$ cat src/rtl/cct_pkg.sv
package cct_pkg;
  localparam int unsigned ADDR_W = 3;

  typedef enum logic [1:0] {
    EDGE_OFF  = 2'b00,
    EDGE_RISE = 2'b01,
    EDGE_FALL = 2'b10,
    EDGE_BOTH = 2'b11
  } edge_sel_e;

  typedef enum logic [ADDR_W-1:0] {
    A_CTRL   = 3'd0,
    A_STAT   = 3'd1,
    A_C0_LO  = 3'd2,
    A_C0_HI  = 3'd3,
    A_C1_LO  = 3'd4,
    A_C1_HI  = 3'd5,
    A_CNT_LO = 3'd6,
    A_CNT_HI = 3'd7
  } reg_addr_e;

  typedef struct packed {
    logic      low_mask;
    edge_sel_e sel1;
    edge_sel_e sel0;
    logic      run;
  } ctrl_t;

  localparam int unsigned CTRL_W = $bits(ctrl_t);
endpackage

$ cat src/rtl/cct_edge_det.sv
module cct_edge_det
  import cct_pkg::*;
#(
  parameter int unsigned SYNC_STAGES = 2
) (
  input  logic      clk,
  input  logic      rst_n,
  input  logic      pin,
  input  edge_sel_e sel,
  output logic      det
);
  localparam int unsigned SH_W = SYNC_STAGES + 1;

  logic [SH_W-1:0] sh_q, sh_d;
  logic now_v, prev_v, rise, fall;

  always_comb begin
    sh_d = {sh_q[SH_W-2:0], pin};
  end

  always_ff @(posedge clk or negedge rst_n) begin
    if (!rst_n) sh_q <= '0;
    else        sh_q <= sh_d;
  end

  assign now_v  = sh_q[SYNC_STAGES-1];
  assign prev_v = sh_q[SYNC_STAGES];
  assign rise   = now_v & ~prev_v;
  assign fall   = ~now_v & prev_v;

  always_comb begin
    unique case (sel)
      EDGE_RISE: det = rise;
      EDGE_FALL: det = fall;
      EDGE_BOTH: det = rise | fall;
      default:   det = 1'b0;
    endcase
  end


  det_needs_sel_chk: assert property (@(posedge clk) disable iff (!rst_n)
    det |-> (sel != EDGE_OFF) && (now_v != prev_v));
endmodule

$ cat src/rtl/cct_half_cnt.sv
module cct_half_cnt #(
  parameter int unsigned W = 16
) (
  input  logic         clk,
  input  logic         rst_n,
  input  logic         clr,
  input  logic         inc,
  output logic [W-1:0] val,
  output logic         carry
);
  logic [W-1:0] val_q, val_d;

  always_comb begin
    val_d = val_q;
    if (clr)      val_d = '0;
    else if (inc) val_d = val_q + W'(1);
  end

  always_ff @(posedge clk or negedge rst_n) begin
    if (!rst_n) val_q <= '0;
    else        val_q <= val_d;
  end

  assign val   = val_q;
  assign carry = inc & (&val_q);


  half_step_chk: assert property (@(posedge clk) disable iff (!rst_n)
    (inc && !clr) |=> (val_q == $past(val_q) + W'(1)));

  half_hold_chk: assert property (@(posedge clk) disable iff (!rst_n)
    (!inc && !clr) |=> $stable(val_q));
endmodule

$ cat src/rtl/cct_cap_chan.sv
module cct_cap_chan #(
  parameter int unsigned W = 32
) (
  input  logic         clk,
  input  logic         rst_n,
  input  logic         clr,
  input  logic         det,
  input  logic [W-1:0] cnt,
  output logic [W-1:0] cap,
  output logic         irq
);
  logic [W-1:0] cap_q, cap_d;
  logic         irq_q, irq_d;

  always_comb begin
    cap_d = cap_q;
    irq_d = 1'b0;
    if (clr) begin
      cap_d = '0;
    end else if (det) begin
      cap_d = cnt;
      irq_d = 1'b1;
    end
  end

  always_ff @(posedge clk or negedge rst_n) begin
    if (!rst_n) begin
      cap_q <= '0;
      irq_q <= 1'b0;
    end else begin
      cap_q <= cap_d;
      irq_q <= irq_d;
    end
  end

  assign cap = cap_q;
  assign irq = irq_q;


  cap_load_chk: assert property (@(posedge clk) disable iff (!rst_n)
    (det && !clr) |=> (cap_q == $past(cnt)) && irq_q);

  cap_pulse_chk: assert property (@(posedge clk) disable iff (!rst_n)
    !det |=> !irq_q);
endmodule

$ cat src/rtl/cascade_capture_timer.sv
module cascade_capture_timer
  import cct_pkg::*;
#(
  parameter int unsigned HALF_W      = 16,
  parameter int unsigned SYNC_STAGES = 2
) (
  input  logic              clk,
  input  logic              rst_n,
  input  logic              sync_clr,
  input  logic              cnt_tick,
  input  logic              wr_en,
  input  logic [ADDR_W-1:0] wr_addr,
  input  logic [HALF_W-1:0] wr_data,
  input  logic [ADDR_W-1:0] rd_addr,
  output logic [HALF_W-1:0] rd_data,
  input  logic [1:0]        cap_in,
  output logic [1:0]        irq_cap,
  output logic              irq_ovf,
  output logic              irq_low_ovf
);
  localparam int unsigned NUM_HALVES = 2;
  localparam int unsigned NUM_CH     = 2;
  localparam int unsigned FULL_W     = NUM_HALVES * HALF_W;

  // control register
  ctrl_t ctrl_q, ctrl_d;
  logic  ctrl_wr, stat_wr;

  assign ctrl_wr = wr_en && (wr_addr == A_CTRL);
  assign stat_wr = wr_en && (wr_addr == A_STAT);

  always_comb begin
    ctrl_d = ctrl_q;
    if (ctrl_wr) ctrl_d = wr_data[CTRL_W-1:0];
  end

  always_ff @(posedge clk or negedge rst_n) begin
    if (!rst_n) ctrl_q <= '0;
    else        ctrl_q <= ctrl_d;
  end

  // chained counter halves
  logic [NUM_HALVES:0] inc_chain;
  logic [HALF_W-1:0]   half_val [NUM_HALVES];
  logic [FULL_W-1:0]   count;

  assign inc_chain[0] = cnt_tick & ctrl_q.run;

  for (genvar gi = 0; gi < NUM_HALVES; gi++) begin : g_half
    cct_half_cnt #(.W(HALF_W)) u_half (
      .clk   (clk),
      .rst_n (rst_n),
      .clr   (sync_clr),
      .inc   (inc_chain[gi]),
      .val   (half_val[gi]),
      .carry (inc_chain[gi+1])
    );
    assign count[gi*HALF_W +: HALF_W] = half_val[gi];
  end

  logic wrap_full, wrap_low;
  assign wrap_low  = inc_chain[1];
  assign wrap_full = inc_chain[NUM_HALVES];

  // capture channels
  edge_sel_e         ch_sel [NUM_CH];
  logic [NUM_CH-1:0] ch_det;
  logic [FULL_W-1:0] cap_val [NUM_CH];

  assign ch_sel[0] = ctrl_q.sel0;
  assign ch_sel[1] = ctrl_q.sel1;

  for (genvar gc = 0; gc < NUM_CH; gc++) begin : g_ch
    cct_edge_det #(.SYNC_STAGES(SYNC_STAGES)) u_edge (
      .clk   (clk),
      .rst_n (rst_n),
      .pin   (cap_in[gc]),
      .sel   (ch_sel[gc]),
      .det   (ch_det[gc])
    );
    cct_cap_chan #(.W(FULL_W)) u_cap (
      .clk   (clk),
      .rst_n (rst_n),
      .clr   (sync_clr),
      .det   (ch_det[gc]),
      .cnt   (count),
      .cap   (cap_val[gc]),
      .irq   (irq_cap[gc])
    );
  end

  // overflow flag and interrupt pulses
  logic ovf_flag_q, ovf_flag_d;
  logic irq_ovf_q, irq_ovf_d;
  logic irq_low_q, irq_low_d;

  always_comb begin
    ovf_flag_d = ovf_flag_q;
    if (sync_clr)                    ovf_flag_d = 1'b0;
    else if (wrap_full)              ovf_flag_d = 1'b1;
    else if (stat_wr && !wr_data[0]) ovf_flag_d = 1'b0;
    irq_ovf_d = wrap_full & ~sync_clr;
    irq_low_d = wrap_low & ~ctrl_q.low_mask & ~sync_clr;
  end

  always_ff @(posedge clk or negedge rst_n) begin
    if (!rst_n) begin
      ovf_flag_q <= 1'b0;
      irq_ovf_q  <= 1'b0;
      irq_low_q  <= 1'b0;
    end else begin
      ovf_flag_q <= ovf_flag_d;
      irq_ovf_q  <= irq_ovf_d;
      irq_low_q  <= irq_low_d;
    end
  end

  assign irq_ovf     = irq_ovf_q;
  assign irq_low_ovf = irq_low_q;

  // read port
  always_comb begin
    rd_data = '0;
    unique case (rd_addr)
      A_CTRL:   rd_data[CTRL_W-1:0] = ctrl_q;
      A_STAT:   rd_data[0]          = ovf_flag_q;
      A_C0_LO:  rd_data = cap_val[0][HALF_W-1:0];
      A_C0_HI:  rd_data = cap_val[0][FULL_W-1:HALF_W];
      A_C1_LO:  rd_data = cap_val[1][HALF_W-1:0];
      A_C1_HI:  rd_data = cap_val[1][FULL_W-1:HALF_W];
      A_CNT_LO: rd_data = count[HALF_W-1:0];
      default:  rd_data = count[FULL_W-1:HALF_W];
    endcase
  end


  ovf_sets_flag_chk: assert property (@(posedge clk) disable iff (!rst_n)
    irq_ovf |-> ovf_flag_q && (count == '0));

  flag_sticky_chk: assert property (@(posedge clk) disable iff (!rst_n)
    (ovf_flag_q && !sync_clr && !(stat_wr && !wr_data[0])) |=> ovf_flag_q);

  low_wrap_chk: assert property (@(posedge clk) disable iff (!rst_n)
    irq_low_ovf |-> (count[HALF_W-1:0] == '0));

  clear_chk: assert property (@(posedge clk) disable iff (!rst_n)
    sync_clr |=> (count == '0) && !ovf_flag_q && (irq_cap == 2'b00));
endmodule

$ cat config.mk
export PLATFORM = sky130hd
export DESIGN_NAME = cascade_capture_timer
export DESIGN_NICKNAME = d
export VERILOG_FILES = /design/src/rtl/cct_pkg.sv /design/src/rtl/cct_edge_det.sv /design/src/rtl/cct_half_cnt.sv /design/src/rtl/cct_cap_chan.sv /design/src/rtl/cascade_capture_timer.sv
export SDC_FILE = /design/constraint.sdc
export NUM_CORES = 1
export LEC_CHECK = 0
export ABC_CLOCK_PERIOD_IN_PS = 2210
export BUFFER_PORTS_ARGS = -buffer_cell sky130_fd_sc_hd__clkbuf_2
export CORE_MARGIN = 5
export CORE_UTILIZATION = 54
export CTS_CLUSTER_SIZE = 14
export DETAILED_ROUTE_END_ITERATION = 8
export PLACE_DENSITY = 0.73
export RECOVER_POWER = 100
export SYNTH_ARGS = -nofsm -noshare
export SYNTH_HDL_FRONTEND = slang
export SYNTH_SLANG_ARGS = --single-unit
$ cat constraint.sdc
create_clock -name clk -period 2.21 [get_ports clk]
set_clock_uncertainty 0.15 [all_clocks]
set_input_delay 0.1105 -clock clk [delete_from_list [all_inputs] [get_ports clk]]
set_output_delay 0.1105 -clock clk [all_outputs]
set_load 0.02 [all_outputs]
==> impl_metrics.toml <==
[detailed_routing]
top_layer = "met4"
drt_pre_antenna_iters = 5
drcViolationCount = 0
vias = 5359
dr_wl_met3_um = 1250
route.met2.wl_um = 8500
vias_per_cell = 6.39
wl_per_cell_um = 20.5
drt-total-wl_um = 17200
wl_met1_um = 6890
drtAntennaViolNets = 0
drt_iter0_markers = 436

[worst_setup_path]
crit_fanout = 4
reg2reg_slack_ns = -0.003
path_cells = "buf_6, mux4_2, mux2_4, buf_8"
worstSetupEndpointType = "output pin"
cp.arrival_ns = 1.95
timing.rr.end = "g_half[1].u_half.val[14]"
crit_cells = 4
setup.worst_path.end = "rd_data[5]"
slowest_delay_ns = 0.45
r2r_start = "g_half[0].u_half.val[5]"
crit_family = "multiplexers"
cp-start-kind = "register"
cp.required_ns = 1.95
critical_path_class = "reg2out"
crit_start = "g_half[0].u_half.val[5]"
cp_slowest_cell = "mux4_2"
worst-path-buf-inv = 2
reg2reg_depth = 5

[clock_tree]
cts_made_buffers = 17
cts_sinks = 113
clockBufferDepth = 2
cts_tree = "yes"
path_clk_slew_ns = 0.06
clk_latency_ns = 0.54
ctsHtreeMaxLevel = 4
cts-root-buf = "clkbuf_8"

[placed_design]
placed_area_sq_um = 6490
dpl_worst_slack_ns = 0.00458
gp_congestion = 0.917
io_buffers = 38
hpwl_um = 10500

[timing]
max_freq_mhz = 452
drv_slew = 0
worstMarginPinSlew_ns = 1.02
grt_setup_unrepaired = "true"
final-hold-violation-count = 0
setup_viol = 2
period_share_pct = 100
slew_headroom_pct = 31.8
finalCriticalPeriod_ns = 2.21
layout_setup_ws_ns = -0.00287
fin_setup_tns_ns = -0.00309

[grt]
track_usage_pct = 26.5
antenna_found_initial = 0
grt_pass1_wl_um = 27200
grt_pass1_vias = 5253
grt_overflow = 0
grt_max_degree = 45

[cells_and_area]
fin_area_sq_um = 7460
multi_input_area_sq_um = 2950
regArea_sq_um = 2830
nFillCells = 795
nets = 720
diodes = 0
syn2layout_area_growth_pct = 25.6
drive_gt1_share_pct = 23.9

[floorplan]
die_area_sq_um = 13200
die_w_um = 115
core_region_area_sq_um = 10800
ios = 49
start_util_pct = 55.0
num_rows = 38
die_h_um = 115

[yosys]
synth.largest_area_cell = "dfrtp_1"
seq_area_frac_synth_pct = 47.6
syn_area_sq_um = 5940
synth_area_leaders = "dfrtp_1 48%, a21oi_1 5.9%, mux2i_1 5.6%, mux2_2 4.0%, nand3_1 3.9%"
avgSynthCellArea_sq_um = 9.77
yosysWarnings = 0
synthDistinctLibCells = 46
ys_seq_elements = 113
synth_edf_count = 0
synth_ff_type = "dfrtp_1"
synth_fp_nets = 643
yosysTopAreaCellShare_pct = 47.6
async_flop_share_pct = 100
syn_inst = 608

[outcome]
status = "finished, violations left"
violations = "negative setup slack"

[power_and_ir_drop]
power_density_nw_per_um2 = 753
leakage_nw = 3.32
peakVddDrop_v = 0.000542

[min_path]
min_path_type = "in2reg"

[flow_run]
drv_cap = 0
==> stage by stage <==
step                      total power [mW]  utilization [%]  hold WS (ns)  instances
final                                 5.61             69.1        0.0717        838
after global routing                  5.78             69.1        0.0750        838
after CTS                             5.64             68.8        0.0578        828
after detailed placement              2.84             60.1       -0.0609        771
after global placement                2.83             60.1       -0.0726        771
after floorplan                       2.56                -        -0.335        608
==> worst min-delay path by stage <==
| stage | start | depth (start not counted) | slack (ns) | end |
|---|---|---|---|---|
| finish | cap_in[1] | 2 | 0.07 | g_ch[1].u_edge.sh_q[0] |
| global route | cap_in[1] | 2 | 0.07 | g_ch[1].u_edge.sh_q[0] |
| CTS | cap_in[1] | 2 | 0.06 | g_ch[1].u_edge.sh_q[0] |
| detailed placement | rst_n | 1 | -0.06 | g_ch[1].u_cap.cap[14] |
| global placement | rst_n | 1 | -0.07 | g_ch[1].u_cap.cap[11] |
| floorplan | rst_n | 0 | -0.34 | ch_sel[0] |
==> registers in the layout, indices dropped and copies added, names as in the netlist <==
name	flops
ch_sel	4
ctrl_q	2
g_ch.u_cap.cap	64
g_ch.u_cap.irq	2
g_ch.u_edge.sh_q	6
g_half.u_half.val	32
irq_low_ovf	1
irq_ovf	1
ovf_flag_q	1
==> area by class of cell <==
type                            count  share of cell area, %
Clock inverter                     11                   1.81
Timing Repair Buffer              115                   11.6
Inverter                           10                  0.503
Tap cell                          140                   2.35
Clock buffer                       21                   6.16
Sequential cell                   113                   38.0
Multi-Input combinational cell    428                   39.6
==> cells in the mapped netlist (all sizes together), types with 4 or more instances <==
library cell,instances
a21oi,70
a22oi,11
a311o,6
and4,4
buf,14
clkbuf,45
dfrtp,113
ha,6
inv,10
mux2,21
mux2i,33
mux4,8
nand2,22
nand3,46
nand4,13
nor2,59
nor2b,8
nor4,7
o21ai,46
o221ai,6
o31ai,11
or3,6
or4,13
xnor2,4
xor2,6
==> routing by layer <==
metal / vias to the layer above / global-route usage [%]
met5: - / 0
met4: 0 / 12.1
met1: 2651 / 34.8
li1: 2389 / -
met3: 57 / 5.95
met2: 262 / 42.2
==> placed cells by master (no fill, tap or decap), types with 12 or more instances in the layout <==
cell and n:
clkbuf_1 15, o21ai_0 44, mux2i_1 33, nand2_1 21, a21oi_1 66, clkbuf_2 28, mux2_2 18, clkbuf_16 16
nand4_1 12, dlygate4sd3_1 20, nand3_1 45, buf_4 37, nor2_1 57, dfrtp_1 108
==> logic make-up after synthesis <==
group | Yosys count | synth area share [%]
fa+ha+maj | 6 | 1.26
mux | 62 | 12.6
flops | 113 | 47.6
compound gates | 159 | 15.7
xor+xnor | 10 | 1.47
simple gates | 189 | 16.4
buf+inv | 69 | 4.89
==> timing repair <==
item	in CTS	in global routing
gates cloned	0	2
setup buffers	6	9
hold buffers	21	0
resized for setup	26	26
endpoints found under the hold margin	160	0
endpoints found under the setup margin	8	23
pin swaps	3	11
==> power by group <==
part	internal (mW)	total [mW]	switching (mW)
combinational	0.270	0.692	0.422
clock	1.79	2.76	0.966
sequential	2.11	2.16	0.0516
(Power assumes the default switching activity.)
